<file path="src/rtl/pp2_multiplier.sv">
module pp2_multiplier #(
  parameter int WW = 16,
  parameter int LW = 8
) (
  input  logic              clk,
  input  logic              rst_n,
  input  logic              in_vld,
  input  logic [WW-1:0]     mcand,
  input  logic [LW-1:0]     mplier,
  output logic              out_vld,
  output logic [WW+LW-1:0]  product
);
  // LW must be a multiple of 4 so that digit lanes pair up evenly
  localparam int ND    = LW / 2;
  localparam int NPAIR = ND / 2;
  localparam int PPW   = WW + 2;
  localparam int PRW   = WW + 4;
  localparam int PW    = WW + LW;

  logic [PPW-1:0] m1, m2, m3;
  assign m1 = {2'b00, mcand};
  assign m2 = {1'b0, mcand, 1'b0};
  assign m3 = m1 + m2;

  logic [2:0]     dec  [ND];
  logic [PPW-1:0] pp   [ND];
  logic [PRW-1:0] pair [NPAIR];

  for (genvar j = 0; j < ND; j++) begin : g_lane
    logic [1:0] dig;
    assign dig    = mplier[2*j +: 2];
    assign dec[j] = {dig == 2'd3, dig == 2'd2, dig == 2'd1};
    assign pp[j]  = ({PPW{dec[j][0]}} & m1) |
                    ({PPW{dec[j][1]}} & m2) |
                    ({PPW{dec[j][2]}} & m3);

    assert_dec_onehot_R6: assert property (@(posedge clk) disable iff (!rst_n)
      $onehot0(dec[j]));
    assert_zero_digit_R6: assert property (@(posedge clk) disable iff (!rst_n)
      (dig == 2'd0) |-> (pp[j] == '0));
    assert_lane_value_R2: assert property (@(posedge clk) disable iff (!rst_n)
      pp[j] == PPW'(PPW'(mcand) * PPW'(dig)));
  end

  for (genvar i = 0; i < NPAIR; i++) begin : g_pair
    assign pair[i] = PRW'(pp[2*i]) + (PRW'(pp[2*i+1]) << 2);
  end

  logic           s1_vld;
  logic [PRW-1:0] s1_pair [NPAIR];

  always_ff @(posedge clk or negedge rst_n) begin
    if (!rst_n) begin
      s1_vld <= 1'b0;
      for (int i = 0; i < NPAIR; i++) s1_pair[i] <= '0;
    end else begin
      s1_vld <= in_vld;
      if (in_vld)
        for (int i = 0; i < NPAIR; i++) s1_pair[i] <= pair[i];
    end
  end

  logic [PW-1:0] acc;
  always_comb begin
    acc = '0;
    for (int i = 0; i < NPAIR; i++) acc = acc + (PW'(s1_pair[i]) << (4*i));
  end

  always_ff @(posedge clk or negedge rst_n) begin
    if (!rst_n) begin
      out_vld <= 1'b0;
      product <= '0;
    end else begin
      out_vld <= s1_vld;
      if (s1_vld) product <= acc;
    end
  end

  assert_stage1_R3: assert property (@(posedge clk) disable iff (!rst_n)
    in_vld |=> s1_vld);
  assert_stage2_R3: assert property (@(posedge clk) disable iff (!rst_n)
    s1_vld |=> out_vld);
  assert_hold_R5: assert property (@(posedge clk) disable iff (!rst_n)
    !s1_vld |=> (!out_vld && $stable(product)));
  assert_product_R2: assert property (@(posedge clk) disable iff (!rst_n)
    out_vld |-> (product == PW'(PW'($past(mcand, 2)) * PW'($past(mplier, 2)))));
endmodule

</file>
<file path="config.mk">
export PLATFORM = sky130hd
export DESIGN_NAME = pp2_multiplier
export DESIGN_NICKNAME = d
export VERILOG_FILES = /design/src/rtl/pp2_multiplier.sv
export SDC_FILE = /design/constraint.sdc
export NUM_CORES = 1
export LEC_CHECK = 0
export ABC_AREA = 0
export BUFFER_PORTS_ARGS = -buffer_cell sky130_fd_sc_hd__buf_2
export CORE_ASPECT_RATIO = 0.5
export CORE_UTILIZATION = 46
export CTS_CLUSTER_SIZE = 8
export DETAILED_ROUTE_END_ITERATION = 8
export GPL_ROUTABILITY_DRIVEN = 0
export GPL_TIMING_DRIVEN = 0
export HOLD_SLACK_MARGIN = 0.08
export SLEW_MARGIN = 25
export SYNTH_ARGS = -nofsm -noshare
export SYNTH_HDL_FRONTEND = slang
export SYNTH_SLANG_ARGS = --single-unit
</file>
<file path="constraint.sdc">
create_clock -name clk -period 6.7 [get_ports clk]
set_clock_uncertainty 0.2 [all_clocks]
set_input_delay 1.005 -clock clk [delete_from_list [all_inputs] [get_ports clk]]
set_output_delay 1.005 -clock clk [all_outputs]
set_load 0.05 [all_outputs]
</file>
======== Word-level counts from Yosys, hierarchy flattened ========
Index checks and enable logic that the tools add are counted.
storage, ports and cells
  flip-flop bits (word level) ............. 66
  output and inout bits ................... 25
  bits of input ports ..................... 27
  word-level logic and storage cells ...... 41
cells by class
  equality and inequality tests ........... 12
  add/sub/neg operators ................... 4
  bitwise gates (word level) .............. 20
operators with widths
  kind                                                             count
  18-bit OR                                                        8
  18-bit by 16-bit bitwise AND with 18-bit output                  4
  18-bit by 17-bit bitwise AND with 18-bit output                  4
  18-bit bitwise AND                                               4
  18-bit by 20-bit adder with 20-bit output                        2
  20-bit by 24-bit adder with 24-bit output                        1
  16-bit by 17-bit adder with 18-bit output                        1
  2-bit == test, second input constant                             8
  2-bit by 1-bit == test with 1-bit output, second input constant  4

======== Longest topological paths before layout ========
Gate-level depths: netlist of run 1.
  word-level depth ........................ 5
  depth in mapped cells ................... 21
  mapped depth without buffers ............ 20

======== Worst setup path before layout of run 1 ========
OpenSTA, ideal clock, no wires.
  path kind ............................... input to register
  start point ............................. in mcand[1]
  end point ............................... reg s1_pair[39] (netlist bit)
  path buffers ............................ 2
  stages on the path ...................... 20
  library setup time ...................... 0.082 ns
  path slack .............................. 1.399 ns
  data required time ...................... 6.418 ns
  arrival ................................. 5.019 ns
  cells stage by stage .................... clkbuf_1 -> inv_1 -> fa_1 -> nor2b_1 -> o2111a_1 -> nor3_1 -> or3_1 -> and2_1 -> xnor2_1 -> mux2_2 -> a22o_1 -> ha_1 -> clkbuf_1 -> nand3_1 -> nor2_1 -> a41oi_1 -> a41oi_1 -> or4_1 -> a31o_1 -> a31oi_1
on the way
  longest elaborated chain between the ends .. 4
ends and longest elaborated chain
  element                                                                  line    text
  start: declaration                                                       8       input logic [WW-1:0] mcand,
  16-bit by 17-bit adder with 18-bit output, or another cell as far along  23      assign m3 = m1 + m2;
  18-bit bitwise AND / 18-bit OR (equally long branches)                   35, 33
  18-bit OR                                                                34      ({PPW{dec[j][1]}} & m2) |
  18-bit by 20-bit adder with 20-bit output (*)                            46      assign pair[i] = PRW'(pp[2*i]) + (PRW'(pp[2*i+1]) << 2);
  end: declaration                                                         50      logic [PRW-1:0] s1_pair [NPAIR];
Mark *: on every way between the ends. The rest lies on a longest branch, timed or not.
A chain may end at the register's enable or synchronous reset.

======== Final worst setup path of run 1 ========
Ends and elaborated chain as after synthesis.

==> results of run 1 <==
## flip-flops by register name, summed over array words and instances (netlist names)
register  flops
s1_vld        1
product      24
out_vld       1
s1_pair      40
## logic make-up (layout without fill, tap and decap cells)
| kind of cell | Yosys count | after routing | synth area share |
|---|---|---|---|
| mux | 86 | 86 | 0.141 |
| buf+inv | 66 | 130 | 0.0361 |
| fa+ha+maj | 68 | 68 | 0.129 |
| simple gates | 193 | 193 | 0.140 |
| xor+xnor | 46 | 46 | 0.0588 |
| flops | 66 | 66 | 0.241 |
| compound gates | 240 | 240 | 0.254 |
## per-layer routing
metal  GRT usage  up-vias  wire, um
met5           0        -         0
met4      0.0545        0       183
met3      0.0284       18      1030
met2       0.338      190      7150
met1       0.390     2881     10300
li1            -     3005         -
## worst max-delay path by stage
stage          startpoint     endpoint  slack [ns]  cells past startpoint
3_5_place_dp     mcand[1]  s1_pair[39]        0.70                     21
6_report         mcand[1]  s1_pair[39]        1.03                     21
3_3_place_gp     mcand[1]  s1_pair[39]        0.76                     21
4_1_cts          mcand[1]  s1_pair[39]        1.02                     21
5_1_grt          mcand[1]  s1_pair[18]        0.71                     20
2_1_floorplan    mcand[1]  s1_pair[39]        1.40                     20
## power by group
group / total [uW] / switching (uW) / internal [uW] / leakage (uW)
Combinational: 1500 / 904 / 598 / 0.00253
Sequential: 628 / 85.7 / 543 / 0.000792
Clock: 551 / 185 / 366 / 0.000170
Total: 2680 / 1170 / 1510 / 0.00350
## placed cells by master, fill, tap and decap left out, types with 5 or more instances in the layout
master / instances
mux2_2: 83
dfrtp_1: 66
ha_1: 64
a22o_1: 54
buf_2: 46
nor2_1: 45
nand2_1: 45
o21ai_0: 38
a21oi_1: 37
xnor2_1: 32
inv_1: 31
clkbuf_1: 27
nand3_1: 27
a21o_1: 22
nor2b_1: 15
a31oi_1: 14
xor2_1: 14
nor3_1: 13
and2_1: 9
o21a_1: 9
a211oi_1: 9
clkbuf_16: 9
or3_1: 8
buf_1: 8
o211ai_1: 7
o31ai_1: 7
and3_1: 6
nand3b_1: 6
nand2b_1: 5
## critical path: stages
cell	delay (ns)
buf_2	0.11
clkbuf_1	0.31
inv_1	0.11
fa_1	0.47
nor2b_1	0.21
o2111a_1	0.23
nor3_1	0.07
or3_1	0.41
and2_1	0.17
xnor2_1	0.18
mux2_2	0.29
a22o_1	0.21
ha_1	0.29
clkbuf_1	0.19
nand3_1	0.12
nor2_1	0.04
a41oi_1	0.23
a41oi_1	0.21
or4_1	0.46
a31o_1	0.23
a31oi_1	0.15
## final cells by class
cell class | instances | area share
multi-input combinational | 633 | 0.642
sequential | 66 | 0.214
timing repair buffer | 48 | 0.0344
tap | 198 | 0.0321
clock buffer | 9 | 0.0292
buffer | 35 | 0.0170
clock inverter | 7 | 0.0162
inverter | 31 | 0.0151
## metrics by stage
stage	hold WS [ns]	instance area, um2	cells
3_3_place_gp	0.193	7340	1010
2_1_floorplan	0.152	6850	765
5_1_grt	0.192	7720	1027
6_report	0.188	7720	1027
4_1_cts	0.183	7720	1027
3_5_place_dp	0.177	7370	1011
==> impl_metrics.prom, run 1 <==
# TYPE chip_impl_metric gauge
chip_impl_metric{name="floorplan.initialDensity",unit=""} 0.472
chip_impl_metric{name="asyncSetResetFlopFracSynth",unit=""} 1.00
chip_impl_metric{name="drt_pre_antenna_iters",unit=""} 5
chip_impl_metric{name="row_count",unit=""} 31
chip_impl_metric{name="diodes",unit=""} 0
chip_impl_metric{name="avgSynthCellArea",unit="um2"} 8.96
chip_impl_metric{name="worst_slew_margin_rel",unit=""} 0.507
chip_impl_metric{name="avgRoutedWirePerCell",unit="um"} 18.2
chip_impl_metric{name="layout.nets",unit=""} 919
chip_impl_metric{name="endpoint_arrival_time_on_the_critical_path",unit="ns"} 5.73
chip_impl_metric{name="htree_levels",unit=""} 3
chip_impl_info{name="clock_tree_from_tritoncts",value="yes"} 1
chip_impl_metric{name="cts_made_buffers",unit=""} 9
chip_impl_metric{name="cts_hold_buffers",unit=""} 0
chip_impl_metric{name="netlist_instances",unit=""} 765
chip_impl_metric{name="synth_top_area_frac",unit=""} 0.241
chip_impl_info{name="synth.most_common_cell",value="mux2_2"} 1
chip_impl_metric{name="die_width",unit="um"} 175
chip_impl_info{name="worst_min_delay_path_endpoint",value="out_vld"} 1
chip_impl_metric{name="synthesis.yosys.warnings",unit=""} 0
chip_impl_info{name="worstReg2RegEnd",value="product[20]"} 1
chip_impl_metric{name="finalPower",unit="uW"} 2680
chip_impl_metric{name="ff_latch_area",unit="um2"} 1650
chip_impl_info{name="synth_ff_type",value="dfrtp_1"} 1
chip_impl_metric{name="initial_antenna_violation_count",unit=""} 0
chip_impl_info{name="worst_r2r_startpoint",value="s1_pair[0]"} 1
chip_impl_info{name="min_from",value="s1_vld"} 1
chip_impl_metric{name="crit_fanout",unit=""} 9
chip_impl_metric{name="power.density_cell_area",unit="nW/um2"} 347
chip_impl_metric{name="clock_insertion_delay_worst_skew",unit="ns"} 0.34
chip_impl_metric{name="clkTransAtPathRegs",unit="ns"} 0.06
chip_impl_metric{name="num_vias",unit=""} 6094
chip_impl_metric{name="die_h",unit="um"} 88.3
chip_impl_metric{name="setup_viol",unit=""} 0
chip_impl_info{name="crit_end_category",value="flip-flop"} 1
chip_impl_metric{name="grt.overflow.total",unit=""} 0
chip_impl_info{name="outcome",value="finished, final reports clean"} 1
chip_impl_metric{name="dr.first_iter.drc_count",unit=""} 428
chip_impl_metric{name="clock_sink_count",unit=""} 66
chip_impl_metric{name="timing.fmax",unit="GHz"} 0.176
chip_impl_metric{name="grt_start_max_net_pins",unit=""} 46
chip_impl_metric{name="period_utilisation_layout",unit=""} 0.846
chip_impl_metric{name="wire_length_of_the_first_global_routing_pass",unit="um"} 29100
chip_impl_metric{name="io_buffers",unit=""} 47
chip_impl_metric{name="r2r_setup_slack",unit="ns"} 3.52
chip_impl_info{name="holdCritPathClass",value="reg2reg"} 1
chip_impl_metric{name="post-route-util",unit=""} 0.532
chip_impl_metric{name="post-place-ws",unit="ns"} 0.696
chip_impl_metric{name="max_cap_viol_count",unit=""} 0
chip_impl_metric{name="post-route-worst-setup-slack",unit="ns"} 1.03
chip_impl_metric{name="slew_violations",unit=""} 0
chip_impl_metric{name="die_area",unit="um2"} 15400
chip_impl_info{name="cts-root-buf",value="clkbuf_16"} 1
chip_impl_metric{name="leakage",unit="uW"} 0.00350
chip_impl_metric{name="finalCriticalPeriod",unit="ns"} 5.67
chip_impl_metric{name="flow.area_growth_from_synthesis",unit="%"} 12.6
chip_impl_metric{name="multiInputGateArea",unit="um2"} 4950
chip_impl_metric{name="layout_cells_sized_above_1",unit=""} 0.195
chip_impl_metric{name="drtAntennaViolNets",unit=""} 0
chip_impl_metric{name="timing.final.hold_violations",unit=""} 0
chip_impl_metric{name="route.final.wire_length",unit="um"} 18700
chip_impl_metric{name="dp_hpwl",unit="um"} 14800
chip_impl_info{name="synth_top_cell_by_area",value="dfrtp_1"} 1
chip_impl_metric{name="syn_area",unit="um2"} 6850
chip_impl_metric{name="seq_area_frac_synth",unit=""} 0.241
chip_impl_metric{name="cp.required",unit="ns"} 6.76
chip_impl_info{name="ys_top_cells_by_count",value="mux2_2 (83), dfrtp_1 (66), ha_1 (64)"} 1
chip_impl_metric{name="ir_worst_vdd",unit="mV"} 0.169
chip_impl_metric{name="fillerInstances",unit=""} 1403
chip_impl_metric{name="drt-vias-per-instance",unit=""} 5.93
chip_impl_metric{name="synth_edf_count",unit=""} 0
chip_impl_metric{name="mappedNetlistNets",unit=""} 860
chip_impl_metric{name="tightestPinTransition",unit="ns"} 0.740
chip_impl_metric{name="post_cts.resized_instances",unit=""} 0
chip_impl_info{name="rsz_0062_raised_after_global_routing",value="false"} 1
chip_impl_metric{name="yosys.cell_types.count",unit=""} 63
chip_impl_metric{name="ys_seq_elements",unit=""} 66
chip_impl_metric{name="post_cts.repair.setup_buffers",unit=""} 0
chip_impl_info{name="synth_area_leaders",value="dfrtp_1 (24%), mux2_2 (14%), ha_1 (12%), a22o_1 (6.9%), xnor2_1 (4.1%)"} 1
chip_impl_metric{name="detail_route.drc_violations",unit=""} 0
chip_impl_metric{name="timing.reg2reg.worst_path_depth",unit=""} 11
chip_impl_info{name="timing_worst_setup_path_type",value="in2reg"} 1
chip_impl_metric{name="finalSetupTns",unit="ns"} 0
chip_impl_metric{name="ioPinCount",unit=""} 52
chip_impl_metric{name="grt_util_all_layers",unit=""} 0.243
chip_impl_metric{name="timing.hold.worst_path_depth",unit=""} 0
chip_impl_metric{name="ctsLongestPathBuffers",unit=""} 2
chip_impl_metric{name="floorplan_core_area",unit="um2"} 14500
chip_impl_info{name="start_kind",value="input port"} 1
chip_impl_metric{name="vias_in_the_first_global_route",unit=""} 5314
No activity file was read; power rests on OpenSTA's default activity.
==> run 2, diff against run 1 <==
--- a/config.mk
+++ b/config.mk
@@ -14,6 +14,7 @@
 export GPL_ROUTABILITY_DRIVEN = 0
 export GPL_TIMING_DRIVEN = 0
 export HOLD_SLACK_MARGIN = 0.08
+export PLACE_DENSITY = 0.66
 export SLEW_MARGIN = 25
 export SYNTH_ARGS = -nofsm -noshare
 export SYNTH_HDL_FRONTEND = slang
==> constraint.sdc (replaced) <==
create_clock -name clk -period 5 [get_ports clk]
set_clock_uncertainty 0.2 [all_clocks]
set_input_delay 0.75 -clock clk [delete_from_list [all_inputs] [get_ports clk]]
set_output_delay 0.75 -clock clk [all_outputs]
set_load 0.05 [all_outputs]
==> impl_metrics.prom, run 2 (synthesis results as in run 1) <==
# TYPE chip_impl_metric gauge
chip_impl_info{name="top_layer_used",value="met4"} 1
chip_impl_metric{name="slew_violations",unit=""} 0
chip_impl_metric{name="die_area",unit="um2"} 15400
chip_impl_metric{name="avgRoutedWirePerCell",unit="um"} 18.1
chip_impl_metric{name="switching_power_share_of_the_total",unit=""} 0.440
chip_impl_metric{name="finalSetupTns",unit="ns"} 0
chip_impl_metric{name="timing.reg2reg.worst_path_depth",unit=""} 11
chip_impl_metric{name="cp.required",unit="ns"} 5.06
chip_impl_metric{name="layout.nets",unit=""} 921
chip_impl_info{name="outcome",value="finished, final reports clean"} 1
chip_impl_metric{name="comb_power_share",unit=""} 0.566
chip_impl_metric{name="drt_pre_antenna_iters",unit=""} 5
chip_impl_info{name="worst_path_max_delay_cell",value="or4_4"} 1
chip_impl_metric{name="ctsLongestPathBuffers",unit=""} 2
chip_impl_metric{name="net-switching-power",unit="uW"} 1600
chip_impl_metric{name="drt-vias-per-instance",unit=""} 5.92
chip_impl_info{name="critical_path.cell_chain",value="clkbuf_4 -> ha_2 -> inv_1 -> fa_2 -> nor2b_2 -> o2111a_1 -> nor3_1 -> or3_1 -> and2_1 -> xnor2_2 -> mux2_2 -> a22o_1 -> ha_4 -> nand3_1 -> nor2_1 -> a41oi_2 -> a41oi_2 -> or4_4 -> a31o_1 -> a31oi_1"} 1
chip_impl_metric{name="drtAntennaViolNets",unit=""} 0
chip_impl_metric{name="ioPinCount",unit=""} 52
chip_impl_metric{name="fillerInstances",unit=""} 1358
chip_impl_metric{name="cts_made_buffers",unit=""} 9
chip_impl_info{name="cts-root-buf",value="clkbuf_16"} 1
chip_impl_metric{name="grt_start_max_net_pins",unit=""} 51
chip_impl_metric{name="max_cap_viol_count",unit=""} 0
chip_impl_metric{name="worstPathBufferInverterCount",unit=""} 2
chip_impl_metric{name="grt.overflow.total",unit=""} 0
chip_impl_metric{name="power.share.sequential",unit=""} 0.234
chip_impl_metric{name="power.density_cell_area",unit="nW/um2"} 462
chip_impl_metric{name="ir_worst_vdd",unit="mV"} 0.231
chip_impl_metric{name="wire_length_of_the_first_global_routing_pass",unit="um"} 28900
chip_impl_info{name="layout.cells.most_common_list",value="mux2_2 (83), dfrtp_1 (66), ha_1 (59), a22o_1 (54)"} 1
chip_impl_metric{name="finalCriticalPeriod",unit="ns"} 4.87
chip_impl_metric{name="finalPower",unit="uW"} 3640
chip_impl_metric{name="route.final.wire_length",unit="um"} 18600
chip_impl_info{name="start_kind",value="input port"} 1
chip_impl_metric{name="timing.fmax",unit="GHz"} 0.205
chip_impl_metric{name="dr_wl_met3",unit="um"} 953
chip_impl_metric{name="diodes",unit=""} 0
chip_impl_metric{name="num_vias",unit=""} 6096
chip_impl_metric{name="endpoint_arrival_time_on_the_critical_path",unit="ns"} 4.93
chip_impl_metric{name="setup_viol",unit=""} 0
chip_impl_metric{name="vias_in_the_first_global_route",unit=""} 5565
chip_impl_metric{name="leakage",unit="uW"} 0.00352
chip_impl_metric{name="die_h",unit="um"} 88.3
chip_impl_metric{name="dr.first_iter.drc_count",unit=""} 399
chip_impl_info{name="largestRegisters",value="s1_pair x40, product x24"} 1
chip_impl_info{name="critical_path.top_delay_family",value="simple AND/OR/NAND/NOR gates"} 1
chip_impl_info{name="clock_tree_from_tritoncts",value="yes"} 1
chip_impl_metric{name="initial_antenna_violation_count",unit=""} 0
chip_impl_info{name="rsz_0062_raised_after_global_routing",value="false"} 1
chip_impl_info{name="worstReg2RegEnd",value="product[20]"} 1
chip_impl_metric{name="slowest_delay",unit="ns"} 0.45
chip_impl_metric{name="floorplan.initialDensity",unit=""} 0.472
chip_impl_metric{name="io_buffers",unit=""} 47
chip_impl_metric{name="detail_route.wirelength.met1",unit="um"} 9650
chip_impl_metric{name="r2r_setup_slack",unit="ns"} 1.81
chip_impl_metric{name="grt_util_all_layers",unit=""} 0.238
chip_impl_info{name="holdCritPathClass",value="in2async"} 1
chip_impl_info{name="critPathMostFrequentCell",value="a41oi_2"} 1
chip_impl_metric{name="clkTransAtPathRegs",unit="ns"} 0.06
chip_impl_metric{name="flow.area_growth_from_synthesis",unit="%"} 14.8
chip_impl_metric{name="crit_fanout",unit=""} 9
chip_impl_info{name="timing_worst_setup_path_type",value="in2reg"} 1
chip_impl_metric{name="internal-power",unit="uW"} 2040
chip_impl_info{name="worst_r2r_startpoint",value="s1_pair[24]"} 1
chip_impl_metric{name="layout_cells_sized_above_1",unit=""} 0.226
chip_impl_metric{name="die_width",unit="um"} 175
chip_impl_metric{name="clock_sink_count",unit=""} 66
chip_impl_metric{name="tightestPinTransition",unit="ns"} 0.633
chip_impl_metric{name="multiInputGateArea",unit="um2"} 5090
chip_impl_metric{name="timing.final.hold_violations",unit=""} 0
chip_impl_metric{name="dp_hpwl",unit="um"} 14600
chip_impl_info{name="crit_end_category",value="flip-flop"} 1
chip_impl_metric{name="met2RoutedLength",unit="um"} 7840
chip_impl_metric{name="clock_insertion_delay_worst_skew",unit="ns"} 0.33
chip_impl_metric{name="clockPowerShare",unit=""} 0.200
chip_impl_metric{name="ff_latch_area",unit="um2"} 1650
chip_impl_metric{name="period_utilisation_layout",unit=""} 0.975
chip_impl_info{name="max_flop_register",value="s1_pair"} 1
chip_impl_metric{name="largest_register_ffs",unit=""} 40
chip_impl_metric{name="row_count",unit=""} 31
chip_impl_metric{name="floorplan_core_area",unit="um2"} 14500
chip_impl_metric{name="detail_route.drc_violations",unit=""} 0
chip_impl_metric{name="worst_slew_margin_rel",unit=""} 0.578
chip_impl_info{name="layout_commonest_cell",value="mux2_2"} 1
chip_impl_metric{name="htree_levels",unit=""} 3
[run 2: cell count changes in the layout (fill, tap and decap cells not counted), sizes merged]
cell,change
buf,+2
clkbuf,+1
clkinv,-1
clkinvlp,+1
inv,-1
[run 2: per-stage QoR]
step	cell area, um2	util	worst slack [ns]	std cells	hold WS (ns)
6_report	7870	0.542	0.126	1029	0.0878
3_5_place_dp	7370	0.508	-0.613	1011	0.197
2_1_floorplan	6860	-	0.0579	765	0.152
5_1_grt	7870	0.542	0.000715	1029	0.0999
4_1_cts	7750	0.534	0.00190	1026	0.0906
3_3_place_gp	7340	0.506	-0.524	1010	0.190
[run 2: final cells by class]
class                           count  area share
Inverter                           31      0.0148
Multi-Input combinational cell    633       0.646
Buffer                             34      0.0167
Timing Repair Buffer               51      0.0369
Tap cell                          198      0.0315
Clock inverter                      6      0.0146
Sequential cell                    66       0.210
Clock buffer                       10      0.0291
[run 2: worst max-delay path by stage]
stage / start / to / cells past startpoint / slack, ns
2_1_floorplan: mcand[1] / s1_pair[39] / 20 / 0.06
3_3_place_gp: mcand[0] / s1_pair[39] / 21 / -0.52
3_5_place_dp: mcand[1] / s1_pair[39] / 21 / -0.61
4_1_cts: mcand[2] / s1_pair[38] / 19 / 0.002
5_1_grt: mcand[2] / s1_pair[38] / 19 / 0.0007
6_report: mcand[0] / s1_pair[39] / 20 / 0.13
[run 2: what timing repair did]
item,in CTS,in global routing
buffers inserted,0,3
resized for setup,8,22
pin swaps,0,9
hold buffers,0,0
endpoints found under the setup margin,5,8
[run 2: power groups by stage]
| stage | logic [uW] | clock network [uW] | registers (uW) |
|---|---|---|---|
| final | 2060 | 727 | 851 |
| after global routing | 2240 | 759 | 875 |
| after global placement | 1940 | 0 | 848 |
| after detailed placement | 1980 | 0 | 857 |
| after CTS | 2010 | 734 | 854 |
| after floorplan | 1260 | 0 | 1110 |
[run 2: routing by layer]
| layer | global-route usage | up-vias |
|---|---|---|
| met4 | 0.0553 | 0 |
| met5 | 0 | - |
| met1 | 0.346 | 2912 |
| li1 | - | 3004 |
| met2 | 0.377 | 163 |
| met3 | 0.0318 | 17 |
